## src/rtl/ovr_pkg.sv

```systemverilog
package ovr_pkg;

    localparam int HDR_LEN_W = 14;

    typedef enum logic [1:0] {
        AT_HALF = 2'd0,
        AT_WORD = 2'd1,
        AT_BUS  = 2'd2,
        AT_PRM  = 2'd3
    } arr_type_e;

    typedef enum logic [1:0] {
        ST_OK        = 2'd0,
        ST_PARAM_ERR = 2'd1,
        ST_ABORTED   = 2'd2
    } seq_status_e;

    typedef enum logic [2:0] {
        S_IDLE   = 3'd0,
        S_ARMED  = 3'd1,
        S_HDR_RD = 3'd2,
        S_HDR    = 3'd3,
        S_DAT_RD = 3'd4,
        S_DAT    = 3'd5,
        S_WR     = 3'd6,
        S_DONE   = 3'd7
    } seq_state_e;

    typedef struct packed {
        arr_type_e            atype;
        logic [HDR_LEN_W-1:0] len;
        logic [7:0]           start;
    } arr_hdr_t;

    // last lane index used within one data word for each array type
    function automatic logic [1:0] last_lane(arr_type_e t);
        unique case (t)
            AT_HALF: return 2'd1;
            AT_WORD: return 2'd0;
            default: return 2'd3;
        endcase
    endfunction

endpackage

```

## src/rtl/ovr_hdr_decode.sv

```systemverilog
module ovr_hdr_decode
    import ovr_pkg::*;
#(
    parameter int MAX_LEN = 255
) (
    input  logic [31:0] word,
    output arr_hdr_t    hdr,
    output logic        is_term,
    output logic        len_bad
);
    localparam logic [HDR_LEN_W-1:0] MAX_L = HDR_LEN_W'(MAX_LEN);

    always_comb begin
        hdr.atype = arr_type_e'(word[31:30]);
        hdr.len   = word[29:16];
        hdr.start = word[7:0];
        is_term   = (word == 32'd0);
        len_bad   = (hdr.len == '0) || (hdr.len > MAX_L);
    end
endmodule

```

## src/rtl/ovr_addr_gen.sv

```systemverilog
module ovr_addr_gen
    import ovr_pkg::*;
#(
    parameter logic [31:0] REG_BASE = 32'h4004_0000,
    parameter int          PRM_AW   = 6
) (
    input  arr_hdr_t             hdr,
    input  logic [HDR_LEN_W-1:0] elem,
    output logic [31:0]          reg_addr,
    output logic [5:0]           bus_addr,
    output logic [PRM_AW-1:0]    prm_idx
);
    localparam int SUM_W = HDR_LEN_W + 1;

    logic [SUM_W-1:0] prm_sum;

    always_comb begin
        reg_addr = REG_BASE + {22'd0, hdr.start, 2'b00} + {16'd0, elem, 2'b00};
        bus_addr = hdr.start[5:0] + (hdr.start[6] ? elem[5:0] : {elem[4:0], 1'b0});
        prm_sum  = {{(SUM_W-6){1'b0}}, hdr.start[7:2]} + {1'b0, elem};
    end

    generate
        if (PRM_AW <= SUM_W) begin : g_trunc
            assign prm_idx = prm_sum[PRM_AW-1:0];
        end else begin : g_ext
            assign prm_idx = {{(PRM_AW-SUM_W){1'b0}}, prm_sum};
        end
    endgenerate
endmodule

```

## src/rtl/ovr_lane_pick.sv

```systemverilog
module ovr_lane_pick (
    input  logic [31:0] dbuf,
    input  logic [1:0]  lane,
    output logic [15:0] half_v,
    output logic [7:0]  byte_v
);
    always_comb begin
        half_v = lane[0] ? dbuf[31:16] : dbuf[15:0];
        unique case (lane)
            2'd0: byte_v = dbuf[7:0];
            2'd1: byte_v = dbuf[15:8];
            2'd2: byte_v = dbuf[23:16];
            default: byte_v = dbuf[31:24];
        endcase
    end
endmodule

```

## src/rtl/ovr_array_seq.sv

```systemverilog
module ovr_array_seq
    import ovr_pkg::*;
#(
    parameter int          LIST_AW  = 8,
    parameter int          MAX_LEN  = 255,
    parameter int          PRM_AW   = 6,
    parameter logic [31:0] REG_BASE = 32'h4004_0000
) (
    input  logic               clk,
    input  logic               rst_n,
    input  logic               start,
    input  logic [LIST_AW-1:0] list_base,
    input  logic               trigger,
    input  logic               stop_req,
    input  logic               abort_req,
    output logic               rd_en,
    output logic [LIST_AW-1:0] rd_addr,
    input  logic [31:0]        rd_data,
    output logic               reg_wr_valid,
    input  logic               reg_wr_ready,
    output logic [31:0]        reg_wr_addr,
    output logic [31:0]        reg_wr_data,
    output logic               bus_wr_valid,
    input  logic               bus_wr_ready,
    output logic               bus_wr_sel,
    output logic               bus_wr_half,
    output logic [5:0]         bus_wr_addr,
    output logic [7:0]         bus_wr_data,
    output logic               prm_wr_valid,
    input  logic               prm_wr_ready,
    output logic [PRM_AW-1:0]  prm_wr_idx,
    output logic [7:0]         prm_wr_data,
    output logic               done,
    output logic [1:0]         status
);
    seq_state_e           state, state_nx;
    logic [LIST_AW-1:0]   ptr;
    arr_hdr_t             hdr_q;
    logic [31:0]          dbuf;
    logic [HDR_LEN_W-1:0] elem;
    logic [1:0]           lane;
    seq_status_e          stat_q, stat_nx;

    arr_hdr_t             dec_hdr;
    logic                 dec_term, dec_bad;
    logic [31:0]          gen_reg_addr;
    logic [5:0]           gen_bus_addr;
    logic [PRM_AW-1:0]    gen_prm_idx;
    logic [15:0]          pick_half;
    logic [7:0]           pick_byte;
    logic                 sel_ready, fire, last_elem, walking;

    ovr_hdr_decode #(.MAX_LEN(MAX_LEN)) u_dec (
        .word(rd_data), .hdr(dec_hdr), .is_term(dec_term), .len_bad(dec_bad)
    );

    ovr_addr_gen #(.REG_BASE(REG_BASE), .PRM_AW(PRM_AW)) u_agen (
        .hdr(hdr_q), .elem(elem), .reg_addr(gen_reg_addr),
        .bus_addr(gen_bus_addr), .prm_idx(gen_prm_idx)
    );

    ovr_lane_pick u_pick (
        .dbuf(dbuf), .lane(lane), .half_v(pick_half), .byte_v(pick_byte)
    );

    always_comb begin
        unique case (hdr_q.atype)
            AT_HALF, AT_WORD: sel_ready = reg_wr_ready;
            AT_BUS:           sel_ready = bus_wr_ready;
            default:          sel_ready = prm_wr_ready;
        endcase
        fire      = (state == S_WR) && sel_ready;
        last_elem = (elem == hdr_q.len - HDR_LEN_W'(1));
        walking   = (state == S_HDR_RD) || (state == S_HDR) || (state == S_DAT_RD)
                 || (state == S_DAT) || (state == S_WR);
    end

    // next-state logic
    always_comb begin
        state_nx = state;
        stat_nx  = stat_q;
        unique case (state)
            S_IDLE:   if (start) state_nx = S_ARMED;
            S_ARMED: begin
                if (stop_req || abort_req) begin
                    state_nx = S_DONE;
                    stat_nx  = ST_ABORTED;
                end else if (trigger) begin
                    state_nx = S_HDR_RD;
                end
            end
            S_HDR_RD: state_nx = S_HDR;
            S_HDR: begin
                if (dec_term) begin
                    state_nx = S_DONE;
                    stat_nx  = ST_OK;
                end else if (dec_bad) begin
                    state_nx = S_DONE;
                    stat_nx  = ST_PARAM_ERR;
                end else begin
                    state_nx = S_DAT_RD;
                end
            end
            S_DAT_RD: state_nx = S_DAT;
            S_DAT:    state_nx = S_WR;
            S_WR: begin
                if (fire) begin
                    if (last_elem)                         state_nx = S_HDR_RD;
                    else if (lane == last_lane(hdr_q.atype)) state_nx = S_DAT_RD;
                end
            end
            default:  state_nx = S_IDLE;
        endcase
        if (walking && abort_req) begin
            state_nx = S_DONE;
            stat_nx  = ST_ABORTED;
        end
    end

    // state register and datapath
    always_ff @(posedge clk) begin
        if (!rst_n) begin
            state  <= S_IDLE;
            stat_q <= ST_OK;
            ptr    <= '0;
            hdr_q  <= '0;
            dbuf   <= '0;
            elem   <= '0;
            lane   <= '0;
        end else begin
            state  <= state_nx;
            stat_q <= stat_nx;
            unique case (state)
                S_IDLE: if (start) ptr <= list_base;
                S_HDR: begin
                    hdr_q <= dec_hdr;
                    elem  <= '0;
                    if (!dec_term && !dec_bad) ptr <= ptr + LIST_AW'(1);
                end
                S_DAT: begin
                    dbuf <= rd_data;
                    lane <= 2'd0;
                    ptr  <= ptr + LIST_AW'(1);
                end
                S_WR: if (fire) begin
                    elem <= elem + HDR_LEN_W'(1);
                    lane <= lane + 2'd1;
                end
                default: ;
            endcase
        end
    end

    // outputs
    always_comb begin
        rd_en        = (state == S_HDR_RD) || (state == S_DAT_RD);
        rd_addr      = ptr;
        reg_wr_valid = (state == S_WR) && (hdr_q.atype == AT_HALF || hdr_q.atype == AT_WORD);
        bus_wr_valid = (state == S_WR) && (hdr_q.atype == AT_BUS);
        prm_wr_valid = (state == S_WR) && (hdr_q.atype == AT_PRM);
        reg_wr_addr  = gen_reg_addr;
        reg_wr_data  = (hdr_q.atype == AT_HALF) ? {16'd0, pick_half} : dbuf;
        bus_wr_sel   = hdr_q.start[7];
        bus_wr_half  = hdr_q.start[6];
        bus_wr_addr  = gen_bus_addr;
        bus_wr_data  = pick_byte;
        prm_wr_idx   = gen_prm_idx;
        prm_wr_data  = pick_byte;
        done         = (state == S_DONE);
        status       = stat_q;
    end
endmodule

```

## config.mk

```make
export PLATFORM = sky130hd
export DESIGN_NAME = ovr_array_seq
export DESIGN_NICKNAME = d
export VERILOG_FILES = /design/src/rtl/ovr_pkg.sv /design/src/rtl/ovr_hdr_decode.sv /design/src/rtl/ovr_addr_gen.sv /design/src/rtl/ovr_lane_pick.sv /design/src/rtl/ovr_array_seq.sv
export SDC_FILE = /design/constraint.sdc
export NUM_CORES = 1
export LEC_CHECK = 0
export BUFFER_PORTS_ARGS = -buffer_cell sky130_fd_sc_hd__buf_2
export CAP_MARGIN = 15
export CORE_ASPECT_RATIO = 0.7
export CORE_UTILIZATION = 40
export CTS_CLUSTER_DIAMETER = 200
export DETAILED_ROUTE_END_ITERATION = 8
export PLACE_DENSITY = 0.66
export SLEW_MARGIN = 0
export SYNTH_ARGS = -nofsm -noshare
export SYNTH_HDL_FRONTEND = slang
export SYNTH_SLANG_ARGS = --single-unit
```

## constraint.sdc

```tcl
create_clock -name clk -period 2.3 [get_ports clk]
set_input_delay 0.115 -clock clk [delete_from_list [all_inputs] [get_ports clk]]
set_output_delay 0.115 -clock clk [all_outputs]
set_load 0.01 [all_outputs]
```

# == Word level (Yosys, flattened, before mapping) ==
# Cells that the tools add are included.
# op_classes
n_addsub,8
n_lt_le_gt_ge,1
eq_ne,25
n_mux,31
bitwise_logic,1
reduce_logical,34
# op_table
op,count
one-hot mux 8 bit (3 select lines),2
"adder 31 x 10 -> 32 bit, first input constant",1
adder 32 x 16 -> 32 bit,1
zero test 32 bit,1
two-way mux 32 bit,1
one-hot mux 14 bit (2 select lines),1
two-way mux 3 bit,7
one-hot mux 3 bit (7 select lines),1
two-way mux 2 bit,10
two-way mux 16 bit,1
two-way mux 8 bit,2
"adder 14 x 1 -> 14 bit, second input constant",1
== test 14 bit,1
"greater-than comparator 14 x 8 -> 1 bit, second input constant",1
zero test 14 bit,1
two-way mux 14 bit,1
"subtractor 14 x 1 -> 14 bit, second input constant",1
adder 6 bit,2
"== test 3 bit, second input constant",4
one-hot mux 2 bit (2 select lines),3
"inequality test 3 bit, second input constant",3
AND reduction 3 bit,3
"adder 8 x 1 -> 8 bit, second input constant",1
logical OR 1 bit,8
other kinds (24),42
# word_totals
reg_bits,85
in_bits,49
wordCells,110

# == Logic depth before layout (Yosys ltp) ==
# Gate-level depths: netlist of the first run.
# logic_depth
depth_word,12
mapped_depth,11

# == Hierarchy ==
# A second synthesis of the first run with hierarchy kept.
# hier_totals
hier_cells,774
area_unflattened_um2,6286.0
# by_module_without_submodules
mod,n_inst,cells_each,area_per_inst_um2,seq_area_each_um2
ovr_array_seq,1,584,4599.4,1701.6
ovr_addr_gen,1,123,987.2,0.0
ovr_lane_pick,1,28,427.9,0.0
ovr_hdr_decode,1,39,271.5,0.0

# == Worst setup path after synthesis of the first run ==
# Ideal clock, no wire load.
# synth_path
path_kind,reg-to-output
startpoint,reg elem[0]
endpoint,out reg_wr_addr[16]
t_arrival_ps,2315
required_time_ps,2185
slack_ps,-130
path_stages_with_launch,12
path_buffers,0
path_cell_list,dfxtp_1 -> ha_1 -> inv_1 -> fa_1 -> nor2b_1 -> o21ai_0 -> a21boi_0 -> o21ai_0 -> a21boi_0 -> o21a_1 -> nor2_1 -> nor3b_1
# synth_via
elab_chain_len,1
# synth_lines
element,line,rtl
"start, declared",ovr_array_seq.sv:40,logic [HDR_LEN_W-1:0] elem;
"start signal, assigned",ovr_array_seq.sv:146,elem <= elem + HDR_LEN_W'(1);
adder 32 x 16 -> 32 bit,ovr_addr_gen.sv:18,"reg_addr = REG_BASE + {22'd0, hdr.start, 2'b00} + {16'd0, elem, 2'b00};"
"end, declared",ovr_array_seq.sv:21,"output logic [31:0] reg_wr_addr,"
# No other way between the ends.

# == Worst setup path after layout of the first run ==
# layout_path
startpoint,reg hdr_q[0] (netlist name)
endpoint,out reg_wr_addr[14]
# layout_via
elab_chain_len,2
# layout_lines
element,line,rtl
"start, declared",ovr_array_seq.sv:38,arr_hdr_t hdr_q;
"start signal, assigned",ovr_array_seq.sv:136,hdr_q <= dec_hdr;
adder 31 x 10 -> 32 bit,ovr_addr_gen.sv:18,
adder 32 x 16 -> 32 bit,ovr_addr_gen.sv:18,
# No other way between the ends.

==> results of run 1 <==
-- metal layers --
layer  up-vias  track usage, %  share of wire (%)
met4         0            4.34                1.0
met3        15            4.85                6.4
met1      2755            33.7                 51
met2       180            33.0                 42
met5         -               0                  0
li1       2946               -                  -
-- report_power, final --
group | switching, W | internal [W] | total [W]
clock | 0.000659 | 0.000889 | 0.00155
combinational | 0.00103 | 0.000796 | 0.00182
sequential | 0.000186 | 0.00164 | 0.00182
-- worst register-to-register path: cells and delay by family, from the launching register on --
family / cells / cell delay [ps]
flip-flops: 1 / 340
AO/OA/AOI/OAI: 3 / 820
AND/OR/NAND/NOR: 5 / 1130
-- kinds of logic after synthesis --
kind of cell,count (synthesis),share of synthesized area [%]
xor gates and xnor gates,48,7.10
AOI/OAI and AO/OA,163,19.2
DFF,85,28.7
and+or+nand+nor,309,23.7
buffers and inverters,111,8.79
other,2,0.127
adders and majority gates,28,6.30
muxes,33,5.98
-- state kept, by name (all words and copies together) (netlist names) --
register,count
dbuf,32
bus_wr_half,1
status,2
rd_addr,8
state,3
elem,14
bus_wr_sel,1
hdr_q,22
lane,2
-- worst min-delay path by stage --
stage	from	end	slack, ps
CTS	rd_data[14]	dbuf[14]	10
detailed placement	rd_data[14]	dbuf[14]	380
floorplan	rd_data[6]	bus_wr_half	260
global placement	rd_data[14]	dbuf[14]	380
global route	rd_data[14]	dbuf[14]	30
finish	rd_data[14]	dbuf[14]	20
-- stage by stage --
step                      utilization, %  hold slack (ps)  setup TNS [ps]  instance area, um2  instances
after floorplan                        -              260               0                5990        794
after global placement              49.3              382            -427                6990       1107
after detailed placement            49.3              385           -1030                6990       1107
after CTS                           52.5             14.1           -1530                7460       1132
after global routing                53.7             27.6           -2690                7610       1136
final                               53.7             17.3           -1490                7620       1137
-- final cells by class --
cell class                 instances  share of cell area [%]
multi-input combinational        598                    51.8
sequential                        85                    22.5
timing repair buffer             211                    16.6
clock buffer                      10                    3.14
tap                              190                    3.12
inverter                          36                    1.81
clock inverter                     6                   0.986
antenna                            1                  0.0329
-- what timing repair did --
action / in CTS / in global routing
pin swaps: 11 / 18
gates cloned: 0 / 0
setup endpoints to repair: 13 / 16
setup buffers: 9 / 6
hold endpoints to repair: 0 / 0
gates resized for setup: 31 / 29
-- cell usage in the layout, fill, tap and decap left out, drive strengths merged, types with 19 or more instances in the layout --
master / count
xnor2: 30
nand2: 151
a21boi: 59
mux2: 19
nor2: 59
ha: 25
dfxtp: 85
inv: 39
o21ai: 24
buf: 211
a21oi: 24
==> metrics.txt, run 1 <==
Max stage delay on crit path 350 ps; worst vdd ir 0.433 mV; final wirelength 17200 um; fin crit share 111%; syn_area_per_cell 7.60 um2; final setup vio count 9; status finished with violations; unrepaired setup endpoints after global routing yes; Worst R2R Setup Slack -70 ps; DR vias/cell 5.19; I/O Buffers 140; # fillers 1382; Placement Setup Slack -204 ps; layout cells sized above 1 31.6%; hpwl dp 13100 um; EDFF count, synth 0; GRT overflow 0; number of synthesized register bits 85; failing checks setup timing; Yosys top cell area share 28.7%; Reg clk slew, reported paths 70 ps; Final Hold Fails 0; Ports 158; DIE AREA 15300 um2; Leak 3.41 nW; chip height 104 um; nets 1018; gpl congestion 0.866; Critical Path RT 2180 ps; Mapped Area 5920 um2; critical path type flop to output port; Seq. cell area 1710 um2; Initial Utilization 41.7%; first-iteration detailed-routing DRC count 427; PD cells 682 nW/um2; CP Depth 12; Seq/Total Area, Yosys 28.7%; vias in the first global route 5293; Mapped Cells 779; Tmin final 2560 ps; Synth area leader dfxtp_1; worst-path cell chain ha_4, inv_2, fa_2, nor2b_2, o21ai_2, a21boi_2, o21ai_2, a21boi_2, o21a_2, o21bai_1, xnor2_1, buf_2; drt drc 0; crit path capture type output port; initial antenna violation count 1; first-pass GRT wire length 27700 um; top_reg_cell synth dfxtp_1; Slew Viols, Final 0; Worst Hold Class input port to flop; Max Fclk 0.391 GHz; top cells by area, synth dfxtp_1 29%, nand2_1 9.6%, a21boi_0 7.5%; crit path from hdr_q[0]; Detailed Routing Iterations Pass 1 8; Critical Path End reg_wr_addr[14]; RR Startpoint hdr_q[8]; top cells by count, synth 151 x nand2_1, 85 x dfxtp_1, 59 x a21boi_0, 59 x nor2_1, 46 x clkbuf_1; Yosys Warn Count 0; CTS Buf Count 9; Core Box Area 14200 um2; Max-slew headroom 63.7%; CTS H-tree lvls 3; clk sink count 85; CTS max path bufs 2; CP max stage cell dfxtp_2; CTS tree yes; Tot GR Track Use 22.6%; final worst slack -256 ps; Worst Setup Start Kind flop; CP bufs+invs 2; multi-input combinational cell area 3950 um2; Overall Power 0.00519 W; Rows 36; CP arrival 2440 ps; Post-DRT Antenna Nets 0; CP top delay family compound AO/OA/AOI/OAI gates; # hold bufs at CTS 0; root buffer cell clkbuf_16; crit-path max FO 3; R2R cell count 8; largest net degree at the start of global routing 51; most frequent cell after synthesis nand2_1; Die X-Extent 147 um; Synth cell types 56; max_cap viols 0; R2R Path End state[1]; Async SR Flop Fraction 0%; DR vias 5896; hold path depth 3; drt wl/cell 15.1 um; worst slew pin tran 544 ps; skew final 9.75 ps; Synth-to-Final Area Change 28.6%; Worst-Skew Late Latency 350 ps
(Power assumes the default switching activity.)
==> inputs of run 2 (changes only) <==
--- a/config.mk
+++ b/config.mk
@@ -7,7 +7,7 @@
 export LEC_CHECK = 0
 export BUFFER_PORTS_ARGS = -buffer_cell sky130_fd_sc_hd__buf_2
 export CAP_MARGIN = 15
-export CORE_ASPECT_RATIO = 0.7
+export CORE_ASPECT_RATIO = 1.4
 export CORE_UTILIZATION = 40
 export CTS_CLUSTER_DIAMETER = 200
 export DETAILED_ROUTE_END_ITERATION = 8
==> run 2 against run 1 <==
The flow still finishes with violations (setup timing). Fmax down 1.3%. Critical path depth unchanged. Total power about the same. Via count up 0.17%. Combinational power up 4%. Core utilization down 0.76 points. Non-clock buffer count up 4. First-iteration DRC count down 32%. Register-to-register slack better by 40 ps. Largest cell class unchanged. Highest routed layer unchanged.
==> metrics.txt, run 2 (synthesized netlist as in run 1, its figures left out) <==
initial antenna violation count 0; Final Instance Area 7640 um2; final setup vio count 10; R2R cell count 10; Ports 158; first-iteration detailed-routing DRC count 292; fin crit share 113%; CP max stage cell fa_2; CP arrival 2470 ps; Biggest register dbuf; Worst Setup Start Kind flop; Final Hold Fails 0; skew final 4.88 ps; most common cell after layout, fill and taps aside nand2_1; DR vias/cell 5.19; Tot GR Track Use 22.5%; Max Fclk 0.386 GHz; status finished with violations; Core Box Area 14400 um2; GRT overflow 0; Post-DRT Antenna Nets 0; crit-path max FO 3; setup TNS -1830 ps; CTS tree yes; DIE AREA 15300 um2; largest net degree at the start of global routing 38; final core area utilization 52.9%; max_cap viols 0; Rows 52; Die X-Extent 105 um; Critical Path RT 2180 ps; layout cells sized above 1 32.5%; drt wl/cell 15.1 um; Worst-Skew Late Latency 340 ps; CP Depth 12; crit path capture type output port; hpwl dp 13100 um; clk sink count 85; vias in the first global route 5563; worst slew pin tran 645 ps; Worst Hold Class input port to flop; max reg flops 32; I/O Buffers 140; CP top delay family compound AO/OA/AOI/OAI gates; Tmin final 2590 ps; gpl congestion 0.936; CTS H-tree lvls 3; Placement Cell Area 7050 um2; multi-input combinational cell area 3970 um2; worst-path cell chain ha_4, inv_2, fa_2, nor2b_2, o21ai_2, a21boi_2, o21ai_2, a21boi_2, o21a_1, o21bai_1, xnor2_1, buf_2; Top Registers dbuf x32, hdr_q x22, elem x14; CP bufs+invs 2; Leak 3.44 nW; # fillers 1447; most frequent cells in the layout 150 x nand2_1, 140 x buf_2, 78 x dfxtp_1, 72 x buf_4, 57 x a21boi_0; root buffer cell clkbuf_16; Detailed Routing Iterations Pass 1 5; Synth-to-Final Area Change 29.1%; worst vdd ir 0.351 mV; hold path depth 3; drt drc 0; CTS max path bufs 2; Initial Utilization 41.0%; Reg clk slew, reported paths 70 ps; Seq. cell area 1720 um2; unrepaired setup endpoints after global routing yes; CTS Buf Count 9; nets 1022; DR vias 5906; Max-slew headroom 57.0%; PD cells 680 nW/um2; chip height 146 um; final wirelength 17200 um; failing checks setup timing; Overall Power 0.00520 W; Max stage delay on crit path 370 ps; ant diodes 0; first-pass GRT wire length 27600 um; final worst slack -289 ps; Slew Viols, Final 0; Worst R2R Setup Slack -30 ps; critical path type flop to output port
-- run 2: changes by cell type in the layout (fill, tap and decap cells not counted), sizes merged --
cell and delta:
clkinvlp -1, clkinv +2, diode -1, buf +4, clkbuf -1
-- run 2: worst min-delay path, stage by stage --
cell      delay, ps
buf_2           100
nand2_1          40
a21boi_0         60
-- run 2: layer usage --
metal  track usage, %  routed length (um)
met5                0                   0
met3             3.00                 740
met4             9.93                 482
met2             39.9                8810
met1             26.8                7170
-- run 2: stage by stage --
stage | hold slack [ps] | worst slack, ps | std cells
2_1_floorplan | 260 | 2.25 | 794
3_3_place_gp | 381 | -170 | 1116
3_5_place_dp | 386 | -218 | 1116
4_1_cts | 21.4 | -372 | 1134
5_1_grt | 42.1 | -433 | 1139
6_report | 31.5 | -289 | 1139
-- run 2: what timing repair did --
item | 4_1_cts | 5_1_grt
buffers inserted | 3 | 5
setup endpoints to repair | 14 | 23
gates resized for setup | 26 | 40
cloned | 0 | 0
pin swaps | 18 | 26
endpoints found under the hold margin | 0 | 0
hold buffers | 0 | 0
-- run 2: worst paths after layout --
| path | endpoint | start |
|---|---|---|
| setup / recovery | reg_wr_addr[14] | elem[0] |
| hold / removal | dbuf[8] | rd_data[8] |
| setup reg to reg | state[1] | hdr_q[10] |
| hold reg to reg | hdr_q[1] | hdr_q[1] |
-- run 2: report_power, final --
group / leakage (nW) / internal [W] / total [W] / switching (W)
logic: 2.59 / 0.000818 / 0.00189 / 0.00108
clock network: 0.152 / 0.000859 / 0.00151 / 0.000648
registers: 0.693 / 0.00163 / 0.00179 / 0.000160
-- run 2: area by class of cell --
class	count	share of cell area (%)
multi-input combinational	598	51.9
sequential	85	22.4
timing repair buffer	215	16.7
tap	189	3.09
clock buffer	9	2.95
inverter	36	1.80
clock inverter	7	1.06
